[config.mk]
export PLATFORM = sky130hd
export DESIGN_NAME = pulse_width_timer
export DESIGN_NICKNAME = d
export VERILOG_FILES = /design/src/rtl/pwt_pkg.sv /design/src/rtl/pwt_sync_edge.sv /design/src/rtl/pwt_ctrl.sv /design/src/rtl/pwt_counter.sv /design/src/rtl/pulse_width_timer.sv
export SDC_FILE = /design/constraint.sdc
export NUM_CORES = 1
export LEC_CHECK = 0
export BUFFER_PORTS_ARGS = -buffer_cell sky130_fd_sc_hd__buf_2
export CAP_MARGIN = 20
export CORE_MARGIN = 3
export CORE_UTILIZATION = 53
export DETAILED_ROUTE_END_ITERATION = 8
export PLACE_DENSITY = 0.86
export SLEW_MARGIN = 0
export SYNTH_ARGS = -nofsm -noshare
export SYNTH_HDL_FRONTEND = slang
export SYNTH_SLANG_ARGS = --single-unit
export TNS_END_PERCENT = 100
[constraint.sdc]
create_clock -name clk_i -period 2.3 [get_ports clk_i]
set_clock_uncertainty 0.15 [all_clocks]
set_input_delay 0.345 -clock clk_i [delete_from_list [all_inputs] [get_ports clk_i]]
set_output_delay 0.345 -clock clk_i [all_outputs]
set_load 0.005 [all_outputs]
[src/rtl/pwt_pkg.sv]
package pwt_pkg;

   typedef enum logic [1:0] {
      ST_IDLE  = 2'd0,
      ST_ARMED = 2'd1,
      ST_COUNT = 2'd2
   } pwt_state_e;

   localparam logic [1:0] MODE_LOW_PHASE  = 2'b10;
   localparam logic [1:0] MODE_HIGH_PHASE = 2'b11;

endpackage

[src/rtl/pwt_sync_edge.sv]
module pwt_sync_edge #(
   parameter int STAGES = 2
) (
   input  logic clk_i,
   input  logic rst_ni,
   input  logic async_i,
   output logic rise_o,
   output logic fall_o
);

   if (STAGES < 2) begin : g_bad_stages
      $error("pwt_sync_edge: STAGES must be at least 2");
   end

   logic [STAGES-1:0] chain_q;
   logic              prev_q;

   always_ff @(posedge clk_i or negedge rst_ni) begin
      if (!rst_ni) begin
         chain_q <= '0;
         prev_q  <= 1'b0;
      end else begin
         chain_q <= {chain_q[STAGES-2:0], async_i};
         prev_q  <= chain_q[STAGES-1];
      end
   end

   assign rise_o =  chain_q[STAGES-1] & ~prev_q;
   assign fall_o = ~chain_q[STAGES-1] &  prev_q;

endmodule

[src/rtl/pwt_ctrl.sv]
module pwt_ctrl
   import pwt_pkg::*;
(
   input  logic       clk_i,
   input  logic       rst_ni,
   input  logic       start_i,
   input  logic       stop_i,
   input  logic       mode_we_i,
   input  logic [1:0] mode_wdata_i,
   input  logic       rise_i,
   input  logic       fall_i,
   output logic [1:0] mode_o,
   output logic       en_o,
   output logic       load_o,
   output logic       cap_o,
   output logic       count_en_o
);

   pwt_state_e state_q;
   logic       en_q;
   logic [1:0] mode_q;
   logic       open_edge, close_edge;

   // mode bit 0 selects the phase: 1 = high phase, 0 = low phase
   assign open_edge  = mode_q[0] ? rise_i : fall_i;
   assign close_edge = mode_q[0] ? fall_i : rise_i;

   assign load_o     = (state_q == ST_ARMED) && open_edge  && !stop_i;
   assign cap_o      = (state_q == ST_COUNT) && close_edge && !stop_i;
   assign count_en_o = (state_q == ST_COUNT);
   assign en_o       = en_q;
   assign mode_o     = mode_q;

   always_ff @(posedge clk_i or negedge rst_ni) begin
      if (!rst_ni) begin
         state_q <= ST_IDLE;
         en_q    <= 1'b0;
         mode_q  <= MODE_HIGH_PHASE;
      end else begin
         if (mode_we_i && !en_q && mode_wdata_i[1]) begin
            mode_q <= mode_wdata_i;
         end
         if (stop_i) begin
            en_q    <= 1'b0;
            state_q <= ST_IDLE;
         end else if (start_i && !en_q) begin
            en_q    <= 1'b1;
            state_q <= ST_ARMED;
         end else begin
            unique case (state_q)
               ST_ARMED: if (open_edge)  state_q <= ST_COUNT;
               ST_COUNT: if (close_edge) state_q <= ST_ARMED;
               default:  state_q <= state_q;
            endcase
         end
      end
   end

   AST_START_IGNORED: assert property (@(posedge clk_i) disable iff (!rst_ni)
      en_q && start_i && !stop_i |=> en_q && state_q != ST_IDLE);
   AST_STOP_IDLES: assert property (@(posedge clk_i) disable iff (!rst_ni)
      stop_i |=> !en_q && state_q == ST_IDLE);
   AST_MODE_LOCKED: assert property (@(posedge clk_i) disable iff (!rst_ni)
      en_q |=> $stable(mode_q));
   AST_MODE_LEGAL: assert property (@(posedge clk_i) disable iff (!rst_ni)
      mode_q[1]);

endmodule

[src/rtl/pwt_counter.sv]
module pwt_counter #(
   parameter int CNT_W = 16
) (
   input  logic             clk_i,
   input  logic             rst_ni,
   input  logic             tick_i,
   input  logic             load_i,
   input  logic             cap_i,
   input  logic             count_en_i,
   output logic [CNT_W-1:0] count_o,
   output logic [CNT_W-1:0] capture_o,
   output logic             ovf_o,
   output logic             irq_o
);

   if (CNT_W < 2) begin : g_bad_width
      $error("pwt_counter: CNT_W must be at least 2");
   end

   localparam logic [CNT_W-1:0] CNT_MAX = {CNT_W{1'b1}};

   logic [CNT_W-1:0] cnt_q, capture_q;
   logic             wrap_q, ovf_q, irq_q;

   always_ff @(posedge clk_i or negedge rst_ni) begin
      if (!rst_ni) begin
         cnt_q     <= '0;
         capture_q <= '0;
         wrap_q    <= 1'b0;
         ovf_q     <= 1'b0;
         irq_q     <= 1'b0;
      end else begin
         irq_q <= 1'b0;
         if (load_i) begin
            cnt_q  <= '0;
            wrap_q <= 1'b0;
         end else if (cap_i) begin
            capture_q <= cnt_q;
            ovf_q     <= wrap_q;
            cnt_q     <= cnt_q + 1'b1;
            irq_q     <= 1'b1;
         end else if (count_en_i && tick_i) begin
            cnt_q <= cnt_q + 1'b1;
            if (cnt_q == CNT_MAX) wrap_q <= 1'b1;
         end
      end
   end

   assign count_o   = cnt_q;
   assign capture_o = capture_q;
   assign ovf_o     = ovf_q;
   assign irq_o     = irq_q;

   AST_IRQ_SINGLE: assert property (@(posedge clk_i) disable iff (!rst_ni)
      irq_q |=> !irq_q);
   AST_FREEZE_PLUS_ONE: assert property (@(posedge clk_i) disable iff (!rst_ni)
      cap_i |=> cnt_q == CNT_W'(capture_q + 1'b1));
   AST_TICK_GATE: assert property (@(posedge clk_i) disable iff (!rst_ni)
      !tick_i && !load_i && !cap_i |=> $stable(cnt_q));
   AST_OVF_AT_CAPTURE: assert property (@(posedge clk_i) disable iff (!rst_ni)
      !cap_i |=> $stable(ovf_q) && $stable(capture_q));

endmodule

[src/rtl/pulse_width_timer.sv]
module pulse_width_timer #(
   parameter int CNT_W       = 16,
   parameter int SYNC_STAGES = 2
) (
   input  logic             clk_i,
   input  logic             rst_ni,
   input  logic             tick_i,
   input  logic             sig_i,
   input  logic             start_i,
   input  logic             stop_i,
   input  logic             mode_we_i,
   input  logic [1:0]       mode_wdata_i,
   output logic [1:0]       mode_o,
   output logic             enabled_o,
   output logic [CNT_W-1:0] count_o,
   output logic [CNT_W-1:0] capture_o,
   output logic             ovf_o,
   output logic             irq_o
);

   logic rise, fall, load, cap, count_en;

   pwt_sync_edge #(.STAGES(SYNC_STAGES)) u_sync (
      .clk_i   (clk_i),
      .rst_ni  (rst_ni),
      .async_i (sig_i),
      .rise_o  (rise),
      .fall_o  (fall)
   );

   pwt_ctrl u_ctrl (
      .clk_i        (clk_i),
      .rst_ni       (rst_ni),
      .start_i      (start_i),
      .stop_i       (stop_i),
      .mode_we_i    (mode_we_i),
      .mode_wdata_i (mode_wdata_i),
      .rise_i       (rise),
      .fall_i       (fall),
      .mode_o       (mode_o),
      .en_o         (enabled_o),
      .load_o       (load),
      .cap_o        (cap),
      .count_en_o   (count_en)
   );

   pwt_counter #(.CNT_W(CNT_W)) u_cnt (
      .clk_i      (clk_i),
      .rst_ni     (rst_ni),
      .tick_i     (tick_i),
      .load_i     (load),
      .cap_i      (cap),
      .count_en_i (count_en),
      .count_o    (count_o),
      .capture_o  (capture_o),
      .ovf_o      (ovf_o),
      .irq_o      (irq_o)
   );

   AST_NO_IRQ_DISABLED: assert property (@(posedge clk_i) disable iff (!rst_ni)
      !enabled_o |=> !irq_o);

endmodule

; ---- Word level (Yosys, flattened, before mapping)
; Cells that the tools add are included.
[totals]
out_inout_bits = 37
ff_bits = 43
input_bits = 9
[op_classes]
muxes = 18
eq_ne = 6
bitwise_logic = 5
add_sub_neg = 1
n_reduce_logical = 18
[op_table]
columns = op, n
row1 = $mux W16, 3
row2 = $add A16 B1 Y16 const B, 1
row3 = $eq A16 B16 Y1 const B, 1
row4 = $mux W1, 10
row5 = $logic_and A1 B1 Y1, 8
row6 = $mux W2, 4
row7 = $reduce_and A3 Y1, 2
row8 = $reduce_bool A2 Y1, 3
row9 = $ne A4 B3 Y1 const B, 1
row10 = $ne A4 B4 Y1 const B, 1
row11 = $pmux W2 S2, 1
row12 = $reduce_bool A4 Y1, 1
row13 = $not A1 Y1, 3
row14 = $reduce_bool A3 Y1, 1
row15 = $and A1 B1 Y1, 2
row16 = $eq A2 B1 Y1 const B, 1
row17 = $eq A2 B2 Y1 const B, 1
row18 = $logic_not A1 Y1, 2
row19 = $ne A2 B2 Y1 const B, 1
row20 = $reduce_and A2 Y1, 1

; ---- Logic depth before layout (Yosys ltp)
[logic_depth]
depth_word = 7
ltp_mapped = 7
mapped_depth_nobuf = 6

; ---- By module
; A second synthesis with hierarchy kept.
[hier_totals]
hier_cells = 167
hier_area_um2 = 1915.6
[by_module_without_submodules]
columns = mod, instances, area_each_um2, cells_each, seq_area_each_um2
row1 = pwt_counter, 1, 1536.5, 132, 875.8
row2 = pwt_ctrl, 1, 289.0, 30, 127.6
row3 = pwt_sync_edge, 1, 90.1, 5, 75.1

; ---- Least setup slack after synthesis
; No wires, ideal clock.
[synth_timing]
path_kind = register -> register
start = reg u_ctrl.state_q[0]
end = reg u_cnt.cnt_q[13] (netlist: u_cnt.count_o[13])
t_arrival_ps = 1668
setup_ps = 78
period_less_slack_ps = 1896
path_slack_ps = 404
path_stages_with_launch = 7
cell_sequence = dfrtp_1 -> inv_1 -> ha_1 -> clkbuf_1 -> nand4_1 -> or4_1 -> a21oi_1
[synth_between]
elab_chain_len = 5
[synth_rtl]
columns = element, line_no
row1 = from (decl), pwt_ctrl.sv:19  ; pwt_state_e state_q;
row2 = from (signal assigned), pwt_ctrl.sv:53  ; default: state_q <= state_q;
row3 = $eq A2 B2 Y1, "pwt_ctrl.sv:29, pwt_ctrl.sv:30"
row4 = $logic_and A1 B1 Y1 (2 in a row), pwt_ctrl.sv:29  ; assign cap_o = (state_q == ST_COUNT) && close_edge && !stop_i;
row5 = $mux W16, pwt_counter.sv:37  ; end else if (cap_i) begin
row6 = $mux W16, pwt_counter.sv:34  ; if (load_i) begin
row7 = to (signal assigned), pwt_counter.sv:40  ; cnt_q <= cnt_q + 1'b1;
row8 = to (signal assigned), pwt_counter.sv:43  ; cnt_q <= cnt_q + 1'b1;
row9 = to (decl), pwt_counter.sv:22  ; logic [CNT_W-1:0] cnt_q, capture_q;
; Several ways; a longest one is shown, not always the timed one.
; A chain may end at the register's enable or synchronous reset.

; ---- Worst setup path in the final report
; Same ends and word-level chain as after synthesis.

==> out/summary.txt <==
=====================================================================================
Run status                                                               complete, no violations
Worst slew pin tran                                                          558.6 ps
Total of buffers placed on input and output ports                                  45
Share of final-layout standard cells stronger than drive strength 1            36.65%
Cell-internal power                                                          1.228 mW
CTS sink cnt                                                                       43
Required time of the critical path                                            2370 ps
Postcts setup bufs                                                                  0
Number of failing hold endpoints at the final stage                                 0
Final routed DRC violation total                                                    0
Power density relative to cell area                                      730.7 nW/um2
Worst-case hold slack                                                        129.6 ps
Slew Limit Headroom                                                            62.37%
Worst skew pair latency                                                        290 ps
Routing usage on met3                                                          6.408%
Post-Synth XOR/XNOR Area                                                      0.8850%
Maximum number of buffers from clock root to sink                                   2
# diodes                                                                            0
First-pass iteration count of the detailed router                                   4
Area enclosed by the die boundary                                            4504 um2
Met1 track demand over resource in global routing                              25.24%
Logic gate share of total power                                                 17.9%
IR Drop Worst-Case VDD                                                       643.7 uV
Number of nets with antenna violations after detailed routing                       0
Sum of overflow across all layers after global routing                              0
Post-DR vias/cell                                                               5.704
Startpoint type of the worst setup path                                      register
Total global-route track usage                                                 19.99%
Post-synthesis share of cell area spent on and, or, nand and nor gates         19.28%
Total net switching power                                                   0.5021 mW
Clock root buffer master                                                 sky130_fd_sc_hd__clkbuf_8
Reg2reg path depth                                                                  5
DRT Wirelength                                                                4032 um
Worst reg-to-reg setup slack                                                   250 ps
Largest fanout on the critical path                                                 8
FF/Latch Area                                                                1079 um2
Share of total power in sequential cells                                        55.7%
Critical Setup Path Class                                                register to register
Startpoint of the worst register-to-register path                        u_ctrl.state_q[0]
Leading area contributor after synthesis                                 sky130_fd_sc_hd__dfrtp_1
Most frequent cell after synthesis                                       sky130_fd_sc_hd__dfrtp_1
Commonest cells post-synth                                               sky130_fd_sc_hd__dfrtp_1 (41), sky130_fd_sc_hd__mux2_2 (17), sky130_fd_sc_hd__nand2_1 (13), sky130_fd_sc_hd__a21oi_1 (12), sky130_fd_sc_hd__or4_1 (8)
Async S/R FF share, synth                                                      100.0%
Count of yosys warnings during synthesis                                            0
Post-CTS Hold Buffers                                                               2
End of the worst register-to-register path                               u_cnt.count_o[13]
Cell Rows                                                                          21
Number of buffers created by CTS                                                    5
Min-Delay Path Depth                                                                2
GPL Wtd Cong                                                                   0.8601
Die X-Extent                                                                 67.11 um
Synthesized area                                                             1979 um2
Origin of the worst min-delay path                                       mode_wdata_i[0]
Leakage power total                                                          1.172 nW
Top FF cell, synth                                                       sky130_fd_sc_hd__dfrtp_1
Effective utilization at floorplan                                             57.07%
GRT busiest layer                                                                met2
Largest net degree at the start of global routing                                  44
Routed len/inst                                                              15.10 um
Number of instances resized during post-cts repair                                  0
Number of antenna violations at the first check in global routing                   0
Area of the multi-input gates                                               863.3 um2
Adder and majority gate portion of the synthesized area                        1.896%
Iteration-0 DRC Markers                                                           132
Core box area                                                                3468 um2
Detail Placement HPWL                                                         2836 um
Min cycle time layout                                                         2054 ps
Area growth from synthesis to layout                                           19.60%
CTS tree                                                                        built
Reg clk slew, reported paths                                                    70 ps
Die Y                                                                        67.11 um
Post-route clock period utilization                                            89.31%
Compound-Gate Fraction of Synth Area                                           10.87%
Fraction of the core area covered by cells at the end of the flow              68.25%
Setup repair after global routing missed its margin                             false
WHS Endpoint                                                             u_ctrl.mode_o[0]
Sequential fraction of the synthesis area                                      54.49%
Type of the worst min-delay path                                         input pin to register
Count of flip-flops with a built-in enable after synthesis                          0
Clock Power Share                                                               26.4%
Worst path arrival time                                                       2130 ps
Highest achievable clock rate                                               486.8 MHz
Post-Syn Area per Cell                                                      11.92 um2
DR vias                                                                          1523
Main combinational cell family by area after synthesis                   simple AND/OR/NAND/NOR gates
Total power draw                                                             1.730 mW
Setup TNS                                                                        0 ps
Switching share of power                                                       29.03%
Kind of end point of the critical path                                       register
Met2 layer usage reported by global route                                      32.39%
Via count of the first global-routing pass                                       1409
Total of flip-flops plus latches after synthesis                                   43
Instance count of the mapped netlist                                              166
Post-layout net count                                                             232
Number of different library cells in the post-synthesis netlist                    39
Nets in the synthesized netlist                                                   178
Number of I/O pins                                                                 46
Total setup violations reported at the end of the flow                              0
Leading post-synthesis cells by cell area                                sky130_fd_sc_hd__dfrtp_1 (52%), sky130_fd_sc_hd__mux2_2 (9.7%), sky130_fd_sc_hd__a21oi_1 (3.0%), sky130_fd_sc_hd__or4_1 (3.0%), sky130_fd_sc_hd__dfstp_2 (2.7%)
Share of synthesized area spent on multiplexers                                10.68%
H-tree depth                                                                        2
Share of the synthesized area in the top cell type                             51.83%
First-pass GRT wire length                                                    6644 um
Final Slew Violations                                                               0
Number of filler cells placed in the layout                                       276
Max_cap viols                                                                       0
=====================================================================================
==> flip-flops by register name, indices dropped and copies added (netlist names), 2 cells and up <==
signal,count
u_cnt.capture_o,16
u_ctrl.mode_o,2
u_cnt.count_o,16
u_sync.chain_q,2
u_ctrl.state_q,2
==> final cells by class <==
cell class / count / share of cell area [%]
flip-flops and latches: 43 / 45.56
inverters: 3 / 0.4757
clock buffers: 7 / 3.224
well taps: 46 / 2.431
clock inverters: 1 / 0.2114
multi-input cells: 116 / 36.47
repair buffers: 51 / 11.63
==> through the flow <==
step	area, um2	setup WS, ps	instances
floorplan	1979	404.1	166
global placement	2266	328.8	257
detailed placement	2266	266.2	257
CTS	2367	238.4	267
global route	2367	60.85	267
finish	2367	245.8	267
==> critical path, cell delays in order, from the launching register on <==
cell and delay (ps):
sky130_fd_sc_hd__dfrtp_1 410, sky130_fd_sc_hd__inv_1 70, sky130_fd_sc_hd__ha_1 340, sky130_fd_sc_hd__nand4_1 320
sky130_fd_sc_hd__or4_1 550, sky130_fd_sc_hd__a21oi_1 150
==> worst max path at each step <==
stage                       from           endpoint  slack [ps]  depth (start not counted)
6_report       u_ctrl.state_q[0]  u_cnt.count_o[13]         250                          5
5_1_grt        u_ctrl.state_q[0]  u_cnt.count_o[13]          60                          5
4_1_cts        u_ctrl.state_q[0]  u_cnt.count_o[13]         240                          5
3_5_place_dp       u_sync.prev_q   u_cnt.count_o[8]         270                          5
3_3_place_gp       u_sync.prev_q   u_cnt.count_o[8]         330                          5
2_1_floorplan  u_ctrl.state_q[0]  u_cnt.count_o[13]         400                          6
==> layer usage <==
layer | routed length (um) | vias up | part of all wire, %
met1 | 1841 | 730 | 46
met2 | 1913 | 41 | 47
met5 | 0 | - | 0
li1 | - | 747 | -
met3 | 226 | 5 | 5.6
met4 | 51 | 0 | 1.3
==> kinds of logic after synthesis <==
group,count (synthesis)
adders and majority gates,3
xor gates and xnor gates,2
buffers and inverters,7
AOI/OAI and AO/OA,33
and+or+nand+nor,59
muxes,19
DFF,43
==> cells in the final DEF (no fill, tap or decap), drive strengths merged, types with 2 or more instances in the layout <==
cell type / n
a21oi: 12
and3: 2
and3b: 2
and4: 3
buf: 49
clkbuf: 7
dfrtp: 41
dfstp: 2
dlygate4sd3: 2
ha: 3
inv: 3
mux2: 17
mux2i: 2
nand2: 13
nand2b: 3
nand3: 3
nand3b: 2
nand4: 5
nor2: 5
nor3b: 2
nor4: 2
o21a: 2
o21ai: 6
o31ai: 8
o32ai: 2
or3: 4
or4: 8
xor2: 2
==> power by group through the flow <==
stage | Combinational [mW] | Sequential, mW | Clock (mW)
floorplan | 0.157 | 0.962 | 0
global placement | 0.299 | 0.968 | 0
detailed placement | 0.311 | 0.978 | 0
CTS | 0.316 | 0.963 | 0.469
global route | 0.350 | 0.983 | 0.507
finish | 0.310 | 0.963 | 0.457
No activity file was read; power rests on OpenSTA's default activity.
